File: src/rtl/raster_pkg.sv
package raster_pkg;
    typedef enum logic [1:0] {
        HP_SYNC  = 2'd0,
        HP_LEFT  = 2'd1,
        HP_DATA  = 2'd2,
        HP_RIGHT = 2'd3
    } hphase_t;
endpackage

File: src/rtl/raster_hcount.sv
module raster_hcount
    import raster_pkg::*;
#(
    parameter int SYNC_B  = 3,
    parameter int LEFT_B  = 5,
    parameter int DATA_B  = 32,
    parameter int RIGHT_B = 6,
    parameter int PC_W    = $clog2(DATA_B + 1)
) (
    input  logic            clk,
    input  logic            rst,
    output logic            dot_ph,
    output logic [2:0]      hbit,
    output hphase_t         phase,
    output logic [PC_W-1:0] pcnt,
    output logic            slot_end,
    output logic            phase_last,
    output logic            eol
);
    localparam logic [PC_W-1:0] SYNC_LAST  = PC_W'(SYNC_B - 1);
    localparam logic [PC_W-1:0] LEFT_LAST  = PC_W'(LEFT_B - 1);
    localparam logic [PC_W-1:0] DATA_LAST  = PC_W'(DATA_B - 1);
    localparam logic [PC_W-1:0] RIGHT_LAST = PC_W'(RIGHT_B - 1);

    hphase_t         phase_nxt;
    logic [PC_W-1:0] last_idx;

    // output / next-state logic
    always_comb begin
        unique case (phase)
            HP_SYNC:  begin last_idx = SYNC_LAST;  phase_nxt = HP_LEFT;  end
            HP_LEFT:  begin last_idx = LEFT_LAST;  phase_nxt = HP_DATA;  end
            HP_DATA:  begin last_idx = DATA_LAST;  phase_nxt = HP_RIGHT; end
            HP_RIGHT: begin last_idx = RIGHT_LAST; phase_nxt = HP_SYNC;  end
            default:  begin last_idx = SYNC_LAST;  phase_nxt = HP_SYNC;  end
        endcase
        phase_last = (pcnt == last_idx);
        slot_end   = dot_ph && (hbit == 3'd7);
        eol        = slot_end && phase_last && (phase == HP_RIGHT);
    end

    // state register
    always_ff @(posedge clk) begin
        if (rst) begin
            dot_ph <= 1'b0;
            hbit   <= 3'd0;
            phase  <= HP_SYNC;
            pcnt   <= '0;
        end else begin
            dot_ph <= ~dot_ph;
            if (dot_ph) hbit <= hbit + 3'd1;
            if (slot_end) begin
                if (phase_last) begin
                    phase <= phase_nxt;
                    pcnt  <= '0;
                end else begin
                    pcnt <= pcnt + 1'b1;
                end
            end
        end
    end

    a_r2_wrap_to_sync: assert property (@(posedge clk) disable iff (rst)
        eol |=> (phase == HP_SYNC && pcnt == '0 && hbit == 3'd0));
    a_r2_dot_pace: assert property (@(posedge clk) disable iff (rst)
        !$past(dot_ph) |-> $stable(hbit));
endmodule

File: src/rtl/raster_vcount.sv
module raster_vcount #(
    parameter int LINES  = 262,
    parameter int ACT_W  = 8,
    parameter int LINE_W = $clog2(LINES)
) (
    input  logic              clk,
    input  logic              rst,
    input  logic              eol,
    output logic [LINE_W-1:0] line,
    output logic              vret
);
    localparam logic [LINE_W-1:0] LAST_LINE = LINE_W'(LINES - 1);

    always_ff @(posedge clk) begin
        if (rst)
            line <= '0;
        else if (eol)
            line <= (line == LAST_LINE) ? '0 : line + 1'b1;
    end

    assign vret = line[ACT_W];

    a_r3_line_step: assert property (@(posedge clk) disable iff (rst)
        eol |=> (line == (($past(line) == LAST_LINE) ? '0 : $past(line) + 1'b1)));
endmodule

File: src/rtl/raster_serializer.sv
module raster_serializer #(
    parameter int W = 8
) (
    input  logic         clk,
    input  logic         rst,
    input  logic         load,
    input  logic         sel,
    input  logic [W-1:0] din,
    input  logic         shift,
    output logic         pix
);
    logic [W-1:0] sreg [2];
    logic [1:0]   load_vec;
    logic         show_sel;

    generate
        for (genvar i = 0; i < 2; i++) begin : g_sr
            assign load_vec[i] = load && (sel == 1'(i));
            always_ff @(posedge clk) begin
                if (rst)
                    sreg[i] <= '0;
                else if (load_vec[i])
                    sreg[i] <= din;
                else if (shift && show_sel == 1'(i))
                    sreg[i] <= {sreg[i][W-2:0], 1'b0};
            end
        end
    endgenerate

    always_ff @(posedge clk) begin
        if (rst)
            show_sel <= 1'b1;
        else if (load)
            show_sel <= sel;
    end

    assign pix = sreg[show_sel][W-1];

    a_r7_alternate: assert property (@(posedge clk) disable iff (rst)
        load |-> (sel != show_sel));
    a_r7_single_load: assert property (@(posedge clk) disable iff (rst)
        $onehot0(load_vec));
endmodule

File: src/rtl/raster_timing_gen.sv
module raster_timing_gen
    import raster_pkg::*;
#(
    parameter int SYNC_B  = 3,
    parameter int LEFT_B  = 5,
    parameter int DATA_B  = 32,
    parameter int RIGHT_B = 6,
    parameter int LINES   = 262,
    parameter int ACT_W   = 8,
    parameter int HS_CLKS = 58
) (
    input  logic                     clk,
    input  logic                     rst,
    input  logic                     gfx_en,
    input  logic                     invert,
    input  logic                     blank,
    input  logic                     dots_mode,
    input  logic [7:0]               fetch_data,
    output logic                     fetch_req,
    output logic [ACT_W+$clog2(DATA_B)-1:0] fetch_addr,
    output logic                     hsync,
    output logic                     vsync,
    output logic                     csync,
    output logic                     video,
    output logic                     hretrace,
    output logic                     vretrace
);
    localparam int PC_W   = $clog2(DATA_B + 1);
    localparam int BYTE_W = $clog2(DATA_B);
    localparam int LINE_W = $clog2(LINES);
    localparam int HS_W   = $clog2(HS_CLKS + 1);

    logic              dot_ph, slot_end, phase_last, eol, pix;
    logic [2:0]        hbit;
    hphase_t           phase;
    logic [PC_W-1:0]   pcnt;
    logic [LINE_W-1:0] line;
    logic [BYTE_W-1:0] byte_ctr;
    logic [HS_W-1:0]   hs_cnt;
    logic              fetch_slot, window, v_pic;

    raster_hcount #(
        .SYNC_B(SYNC_B), .LEFT_B(LEFT_B), .DATA_B(DATA_B), .RIGHT_B(RIGHT_B), .PC_W(PC_W)
    ) u_h (
        .clk(clk), .rst(rst), .dot_ph(dot_ph), .hbit(hbit), .phase(phase),
        .pcnt(pcnt), .slot_end(slot_end), .phase_last(phase_last), .eol(eol)
    );

    raster_vcount #(.LINES(LINES), .ACT_W(ACT_W), .LINE_W(LINE_W)) u_v (
        .clk(clk), .rst(rst), .eol(eol), .line(line), .vret(vretrace)
    );

    raster_serializer #(.W(8)) u_s (
        .clk(clk), .rst(rst),
        .load(fetch_req && slot_end), .sel(byte_ctr[0]), .din(fetch_data),
        .shift(dot_ph && phase == HP_DATA), .pix(pix)
    );

    // byte counter: one byte ahead of the picture
    always_ff @(posedge clk) begin
        if (rst || eol)
            byte_ctr <= '0;
        else if (fetch_req && slot_end)
            byte_ctr <= byte_ctr + 1'b1;
    end

    // horizontal sync one-shot
    always_ff @(posedge clk) begin
        if (rst)
            hs_cnt <= '0;
        else if (eol)
            hs_cnt <= HS_W'(HS_CLKS);
        else if (hs_cnt != '0)
            hs_cnt <= hs_cnt - 1'b1;
    end

    always_comb begin
        fetch_slot = (phase == HP_LEFT && phase_last) || (phase == HP_DATA && !phase_last);
        fetch_req  = fetch_slot && (hbit == 3'd7) && !vretrace;
        fetch_addr = {line[ACT_W-1:0], byte_ctr};
        hsync      = (hs_cnt != '0);
        vsync      = vretrace;
        csync      = hsync ^ vsync;
        hretrace   = (phase != HP_DATA);
        window     = (phase == HP_DATA) && !vretrace;
        v_pic      = window && ((gfx_en && pix) ^ invert);
        video      = v_pic && !blank && (!dots_mode || dot_ph);
    end

    a_r4_hs_start: assert property (@(posedge clk) disable iff (rst)
        eol |=> hsync);
    a_r5_vs_begin: assert property (@(posedge clk) disable iff (rst)
        $rose(vsync) |-> (phase == HP_SYNC && hbit == 3'd0));
    a_r6_first_fetch: assert property (@(posedge clk) disable iff (rst)
        (fetch_req && phase == HP_LEFT) |-> (fetch_addr[BYTE_W-1:0] == '0));
    a_r8_serrated: assert property (@(posedge clk) disable iff (rst)
        vsync |-> (csync != hsync));
endmodule

File: config.mk
export PLATFORM = sky130hd
export DESIGN_NAME = raster_timing_gen
export DESIGN_NICKNAME = d
export VERILOG_FILES = /design/src/rtl/raster_pkg.sv /design/src/rtl/raster_hcount.sv /design/src/rtl/raster_vcount.sv /design/src/rtl/raster_serializer.sv /design/src/rtl/raster_timing_gen.sv
export SDC_FILE = /design/constraint.sdc
export NUM_CORES = 1
export LEC_CHECK = 0
export ABC_AREA = 1
export BUFFER_PORTS_ARGS = -buffer_cell sky130_fd_sc_hd__buf_4
export CAP_MARGIN = 0
export CORE_ASPECT_RATIO = 2
export CORE_MARGIN = 4
export CORE_UTILIZATION = 50
export DETAILED_ROUTE_END_ITERATION = 8
export PLACE_DENSITY = 0.73
export SLEW_MARGIN = 20
export SYNTH_ARGS = -nofsm -noshare
export SYNTH_HDL_FRONTEND = slang
export SYNTH_HIERARCHICAL = 1
export SYNTH_SLANG_ARGS = --single-unit
File: constraint.sdc
create_clock -name clk -period 2.46 [get_ports clk]
set_input_delay 0.246 -clock clk [delete_from_list [all_inputs] [get_ports clk]]
set_output_delay 0.246 -clock clk [all_outputs]
set_load 0.005 [all_outputs]
==> results of run 1 <==
## worst min-delay path, stage by stage
cell and delay (ns):
buf_4 0.09, nand2_1 0.05, nand2_1 0.05
## cell usage in the layout (no fill, tap or decap)
cell type	n
ha_4	2
edfxtp_1	16
nor4_1	1
nor3_2	1
mux2_2	1
nor2_2	4
nand3_4	1
a21oi_1	13
nand3_2	2
inv_2	5
clkbuf_1	1
inv_1	54
nor3b_2	1
nor2_4	6
xnor2_1	3
nand2_2	12
nand4_1	13
xor2_1	7
dfxtp_1	33
o211ai_1	1
buf_4	43
clkinv_4	1
dfxtp_4	1
nor2_1	41
nor3_1	3
nor3_4	1
clkinvlp_2	1
clkbuf_8	5
nand3_1	20
or2_2	1
nand2_4	2
nand2_1	99
ha_1	9
o21ai_0	7
nor3b_4	1
nand3b_1	1
o21ai_1	1
## layer usage
metal / part of all wire (%) / track usage, % / up-vias
li1: - / - / 1244
met3: 4.1 / 3.31 / 17
met2: 56 / 36.0 / 62
met4: 3.9 / 9.62 / 0
met1: 36 / 20.1 / 1130
met5: 0 / 0 / -
## layout make-up
type	count	area share [%]
Multi-Input combinational cell	254	42.8
Inverter	59	6.77
Timing Repair Buffer	43	9.87
Clock buffer	6	2.22
Clock inverter	2	0.421
Tap cell	60	2.29
Sequential cell	50	35.6
## stage by stage
step | hold slack, ns | power (uW) | utilization, % | setup WS (ns)
final | 0.218 | 1890 | 60.9 | 0.196
after global routing | 0.221 | 2010 | 60.9 | 0.00551
after CTS | 0.210 | 1910 | 59.7 | 0.0118
after detailed placement | 0.466 | 1440 | 58.1 | 0.0342
after global placement | 0.440 | 1410 | 58.1 | 0.117
after floorplan | 0.313 | 1290 | - | 0.0745
## sequential cells by signal (all words and copies together), names as in the netlist, named ones only
signal        cells
u_h/phase         2
u_h/hbit          3
hs_cnt            6
u_s/sreg         16
u_h/pcnt          6
u_v/line          9
u_s/show_sel      1
byte_ctr          5
u_h/dot_ph        1
## power by group through the flow
| stage | clock network, uW | registers, uW | logic [uW] |
|---|---|---|---|
| final | 481 | 965 | 445 |
| after detailed placement | 0 | 985 | 450 |
| after global routing | 526 | 972 | 516 |
| after floorplan | 0 | 972 | 321 |
| after global placement | 0 | 982 | 428 |
| after CTS | 496 | 966 | 452 |
## worst max path at each step
stage	to	slack (ns)	cells past startpoint
finish	fetch_req	0.20	12
CTS	fetch_req	0.01	14
global route	fetch_req	0.006	15
floorplan	u_s/sreg[0][0]$_SDFFCE_PP0P_	0.07	13
global placement	u_s/sreg[1][3]$_SDFFCE_PN0P_	0.12	15
detailed placement	u_s/sreg[1][2]$_SDFFCE_PN0P_	0.03	15
## what timing repair did
action | in CTS | in global routing
resized for setup | 0 | 15
setup buffers | 0 | 2
setup endpoints to repair | 0 | 37
==> reports/results.ini, run 1 <==
[critical_path]
crit_path_end_kind=output port
slowest_delay_ns=0.35
cp_num_buf_inv=5
r2r-start=u_h/phase[0]$_SDFFE_PP0P_
ff2ff_setup_slack_ns=0.24
required_ns=2.21
start_kind=flip-flop
path_delay_family=simple AND/OR/NAND/NOR gates
slowest_stage=dfxtp_1
worstReg2RegEnd=u_s/sreg[0][5]$_DFFE_PP_
crit_chain=inv_2 > ha_4 > a21oi_1 > nand3_1 > nor2_4 > inv_1 > nand3_1 > nand2_2 > buf_4 > nand2_1 > inv_1 > buf_4
arrival_ns=2.02
worstPathMaxFanout=4
crit_type=reg -> out
crit_path_start=u_h/phase[0]$_SDFFE_PP0P_
worstRegToRegCells=16

[hold_path]
hold_end=u_s/sreg[1][3]$_SDFFCE_PN0P_
min_delay_path_depth=3
hold_class=in -> reg
hp-start=fetch_data[3]

[floorplanning]
die_width_um=60.4
dieArea_mm2=0.00681
initial_core_util_pct=51.1
rows=38
core-area_mm2=0.00537
dieHeight_um=113
io-pin-count=34

[pwr]
ir_drop_mv=0.530
swShare_pct=31.1
p_switching_uw=587
power_density_mw_per_mm2=578
p_clk_share_pct=25.4
power_leakage_uw=0.00150
seqPwrFrac_pct=51.0
share_comb_of_total_power_pct=23.5
p_int_uw=1300

[final_layout]
n_antenna_cell=0
drive_gt1_share_pct=22.0
fillers=497
regArea_mm2=0.00116
final_area_mm2=0.00327
fin_nets=438
area_growth_pct=19.1
fin_cells=474
multi_input_area_mm2=0.00140

[outcome]
outcome=completed

[clock_tree]
root_buffer=clkbuf_8
tritoncts=yes
ctsHoldBuffers=0
insertion_delay_ns=0.32
htree_levels=2
clock_path_buffers=2
clock-sinks=50
cts_made_buffers=5
clk_pin_slew_ns=0.09

[sta]
min_period_ns=2.26
rsz0062_at_grt=no
setup_viol=0
skew_ns=0.00809
hold_violations=0
report.final.slew_viol_count=0
setup-tns-final_ns=0
max_slew_margin_pct=72.9
finalCritPeriodShare_pct=92.0
tightest_slew_ns=0.405
max_freq_ghz=0.442

[drt]
wirelength_um=6060
vias_per_cell=5.18
drc_errors=0
drt-pass1-iter-count=4
drt_iter0_drc=97
ant_nets=0
via_count=2453
avgRoutedWirePerCell_um=12.8

[global_routing]
grt_pass1_wl_um=10300
grt_pass1_vias=2373
grt_overflow=0
grt_max_degree=18
antenna_found_initial=0
grt_usage_pct=19.6

[logic_synthesis]
avgSynthCellArea_um2=7.55
netlist_area_mm2=0.00275
synth_warnings=6
synth_nets=389
syn_inst=364

[flow_run]
cap_violations=0

[placement]
dp.cells=464
placed_area_mm2=0.00312
portBuffers=33
place.gp.congestion=0.870
hpwl_um=4680

Note: power is estimated with default switching activity, not from simulation.
==> inputs of run 2 (changes only) <==
--- a/constraint.sdc
+++ b/constraint.sdc
@@ -3,2 +3,2 @@
 set_output_delay 0.246 -clock clk [all_outputs]
-set_load 0.005 [all_outputs]
+set_load 0.05 [all_outputs]
==> run 2 against run 1 <==
Fmax shrank 2.1%. First-iteration DRC count shrank 16%. Cell area shrank 0.11%. Largest power group unchanged. Non-clock buffer count shrank 2. Clock power grew 5.2%. Sequential share of layout area is essentially flat. Sequential power is essentially flat. Core utilization shrank 0.070 points. Hold slack lost 0.00084 ns. Setup slack lost 0.050 ns. Global-route usage shrank 0.33 points. Critical path depth grew 1.
==> reports/results.ini, run 2 (synthesis results as in run 1) <==
[outcome]
outcome=completed

[critical_path]
required_ns=2.21
crit_type=reg -> out
crit_path_end_kind=output port
ff2ff_setup_slack_ns=0.20
worstPathMaxFanout=6
arrival_ns=2.07
worstReg2RegEnd=u_s/sreg[0][4]$_DFFE_PP_
r2r-start=u_h/phase[1]$_SDFFE_PP0P_
start_kind=flip-flop
worstRegToRegCells=17

[drt]
avgRoutedWirePerCell_um=12.5
vias_per_cell=5.07
ant_nets=0
wirelength_um=5910
drt_iter0_drc=81
drt-pass1-iter-count=4
drc_errors=0
via_count=2395

[final_layout]
area_growth_pct=19.0
regArea_mm2=0.00116
drive_gt1_share_pct=21.6
fillers=498
largest_register=u_s/sreg
final_cell_mix=100 x nand2_1, 55 x inv_1, 41 x nor2_1, 40 x buf_4, 33 x dfxtp_1
largest_registers=u_s/sreg (16), u_v/line (9)
layout_commonest_cell=nand2_1
fin_cells=472
final_util_pct=60.8
largest_reg_flops=16
final_area_mm2=0.00327
fin_nets=436
n_antenna_cell=0
multi_input_area_mm2=0.00140

[placement]
portBuffers=33
placed_area_mm2=0.00313
dp.cells=464
place.gp.congestion=0.869
hpwl_um=4620

[floorplanning]
rows=38
dieArea_mm2=0.00681
initial_core_util_pct=51.1
dieHeight_um=113
die_width_um=60.4
io-pin-count=34
core-area_mm2=0.00537

[pwr]
p_total_uw=2000
power_density_mw_per_mm2=612
p_switching_uw=689
p_clk_share_pct=25.3
swShare_pct=34.4
ir_drop_mv=1.09
seqPwrFrac_pct=48.1
p_int_uw=1310
share_comb_of_total_power_pct=26.6
power_leakage_uw=0.00150

[hold_path]
hold_class=in -> reg
min_delay_path_depth=3
hp-start=fetch_data[3]
hold_end=u_s/sreg[1][3]$_SDFFCE_PN0P_

[clock_tree]
tritoncts=yes
clk_pin_slew_ns=0.10
cts_made_buffers=5
clock_path_buffers=2
root_buffer=clkbuf_8
insertion_delay_ns=0.32
clock-sinks=50
htree_levels=2

[sta]
finalCritPeriodShare_pct=94.0
whs_ns=0.217
setup_viol=0
min_period_ns=2.31
report.final.slew_viol_count=0
tightest_slew_ns=0.391
hold_violations=0
skew_ns=0.00939
max_freq_ghz=0.432
max_slew_margin_pct=73.8

[global_routing]
grt_max_degree=18
grt_pass1_vias=2391
grt_overflow=0
antenna_found_initial=0
grt_pass1_wl_um=10100
grt_usage_pct=19.3

[flow_run]
cap_violations=0

run 2: worst max-delay path, cell delays in order, from the launching register on:
cell and delay (ns):
dfxtp_4 0.42, inv_4 0.06, ha_4 0.16, nor2_2 0.12
nand2_1 0.07, nand2_1 0.07, nand2_1 0.06, nor2_2 0.16
nand3_1 0.11, nand2_2 0.10, buf_4 0.13, nand2_2 0.06
inv_1 0.07, buf_6 0.15
run 2: worst max path at each step:
| stage | startpoint | end | slack (ns) | cells past startpoint |
|---|---|---|---|---|
| floorplan | u_h/phase[0]$_SDFFE_PP0P_ | u_s/sreg[0][0]$_SDFFCE_PP0P_ | 0.07 | 13 |
| global placement | u_h/phase[1]$_SDFFE_PP0P_ | u_s/sreg[1][3]$_SDFFCE_PN0P_ | 0.11 | 15 |
| detailed placement | u_h/phase[1]$_SDFFE_PP0P_ | u_s/sreg[1][2]$_SDFFCE_PN0P_ | 0.03 | 15 |
| CTS | u_h/phase[0]$_SDFFE_PP0P_ | fetch_req | 0.008 | 14 |
| global route | u_h/phase[1]$_SDFFE_PP0P_ | fetch_req | -0.003 | 14 |
| finish | u_h/phase[1]$_SDFFE_PP0P_ | fetch_req | 0.15 | 13 |
run 2: metrics by stage:
| stage | TNS (ns) | setup WS (ns) |
|---|---|---|
| after CTS | 0 | 0.00801 |
| final | 0 | 0.147 |
| after detailed placement | 0 | 0.0283 |
| after global placement | 0 | 0.114 |
| after global routing | -0.00280 | -0.00280 |
| after floorplan | 0 | 0.0742 |
run 2: repair_timing:
item | 4_1_cts | 5_1_grt
setup buffers | 0 | 0
hold buffers | 0 | 0
endpoints found under the hold margin | 0 | 0
endpoints found under the setup margin | 8 | 16
pin swaps | 0 | 2
gates resized for setup | 1 | 13
run 2: power groups by stage:
stage / registers (uW) / logic (uW) / clock network (uW)
5_1_grt: 972 / 597 / 555
2_1_floorplan: 972 / 413 / 0
6_report: 963 / 533 / 506
4_1_cts: 964 / 543 / 530
3_3_place_gp: 982 / 522 / 0
3_5_place_dp: 984 / 540 / 0
run 2: final cells by class:
type,count,area share (%)
well taps,60,2.30
flip-flops and latches,50,35.6
clock buffers,5,2.11
repair buffers,41,9.53
multi-input cells,254,42.8
inverters,59,6.85
clock inverters,3,0.727
run 2: layer usage:
| layer | wire [um] | track usage (%) | vias to the layer above | share of wire (%) |
|---|---|---|---|---|
| li1 | - | - | 1245 | - |
| met1 | 2100 | 19.0 | 1098 | 36 |
| met2 | 3460 | 36.8 | 44 | 59 |
| met3 | 239 | 4.22 | 8 | 4.0 |
| met4 | 104 | 6.80 | 0 | 1.8 |
| met5 | 0 | 0 | - | 0 |
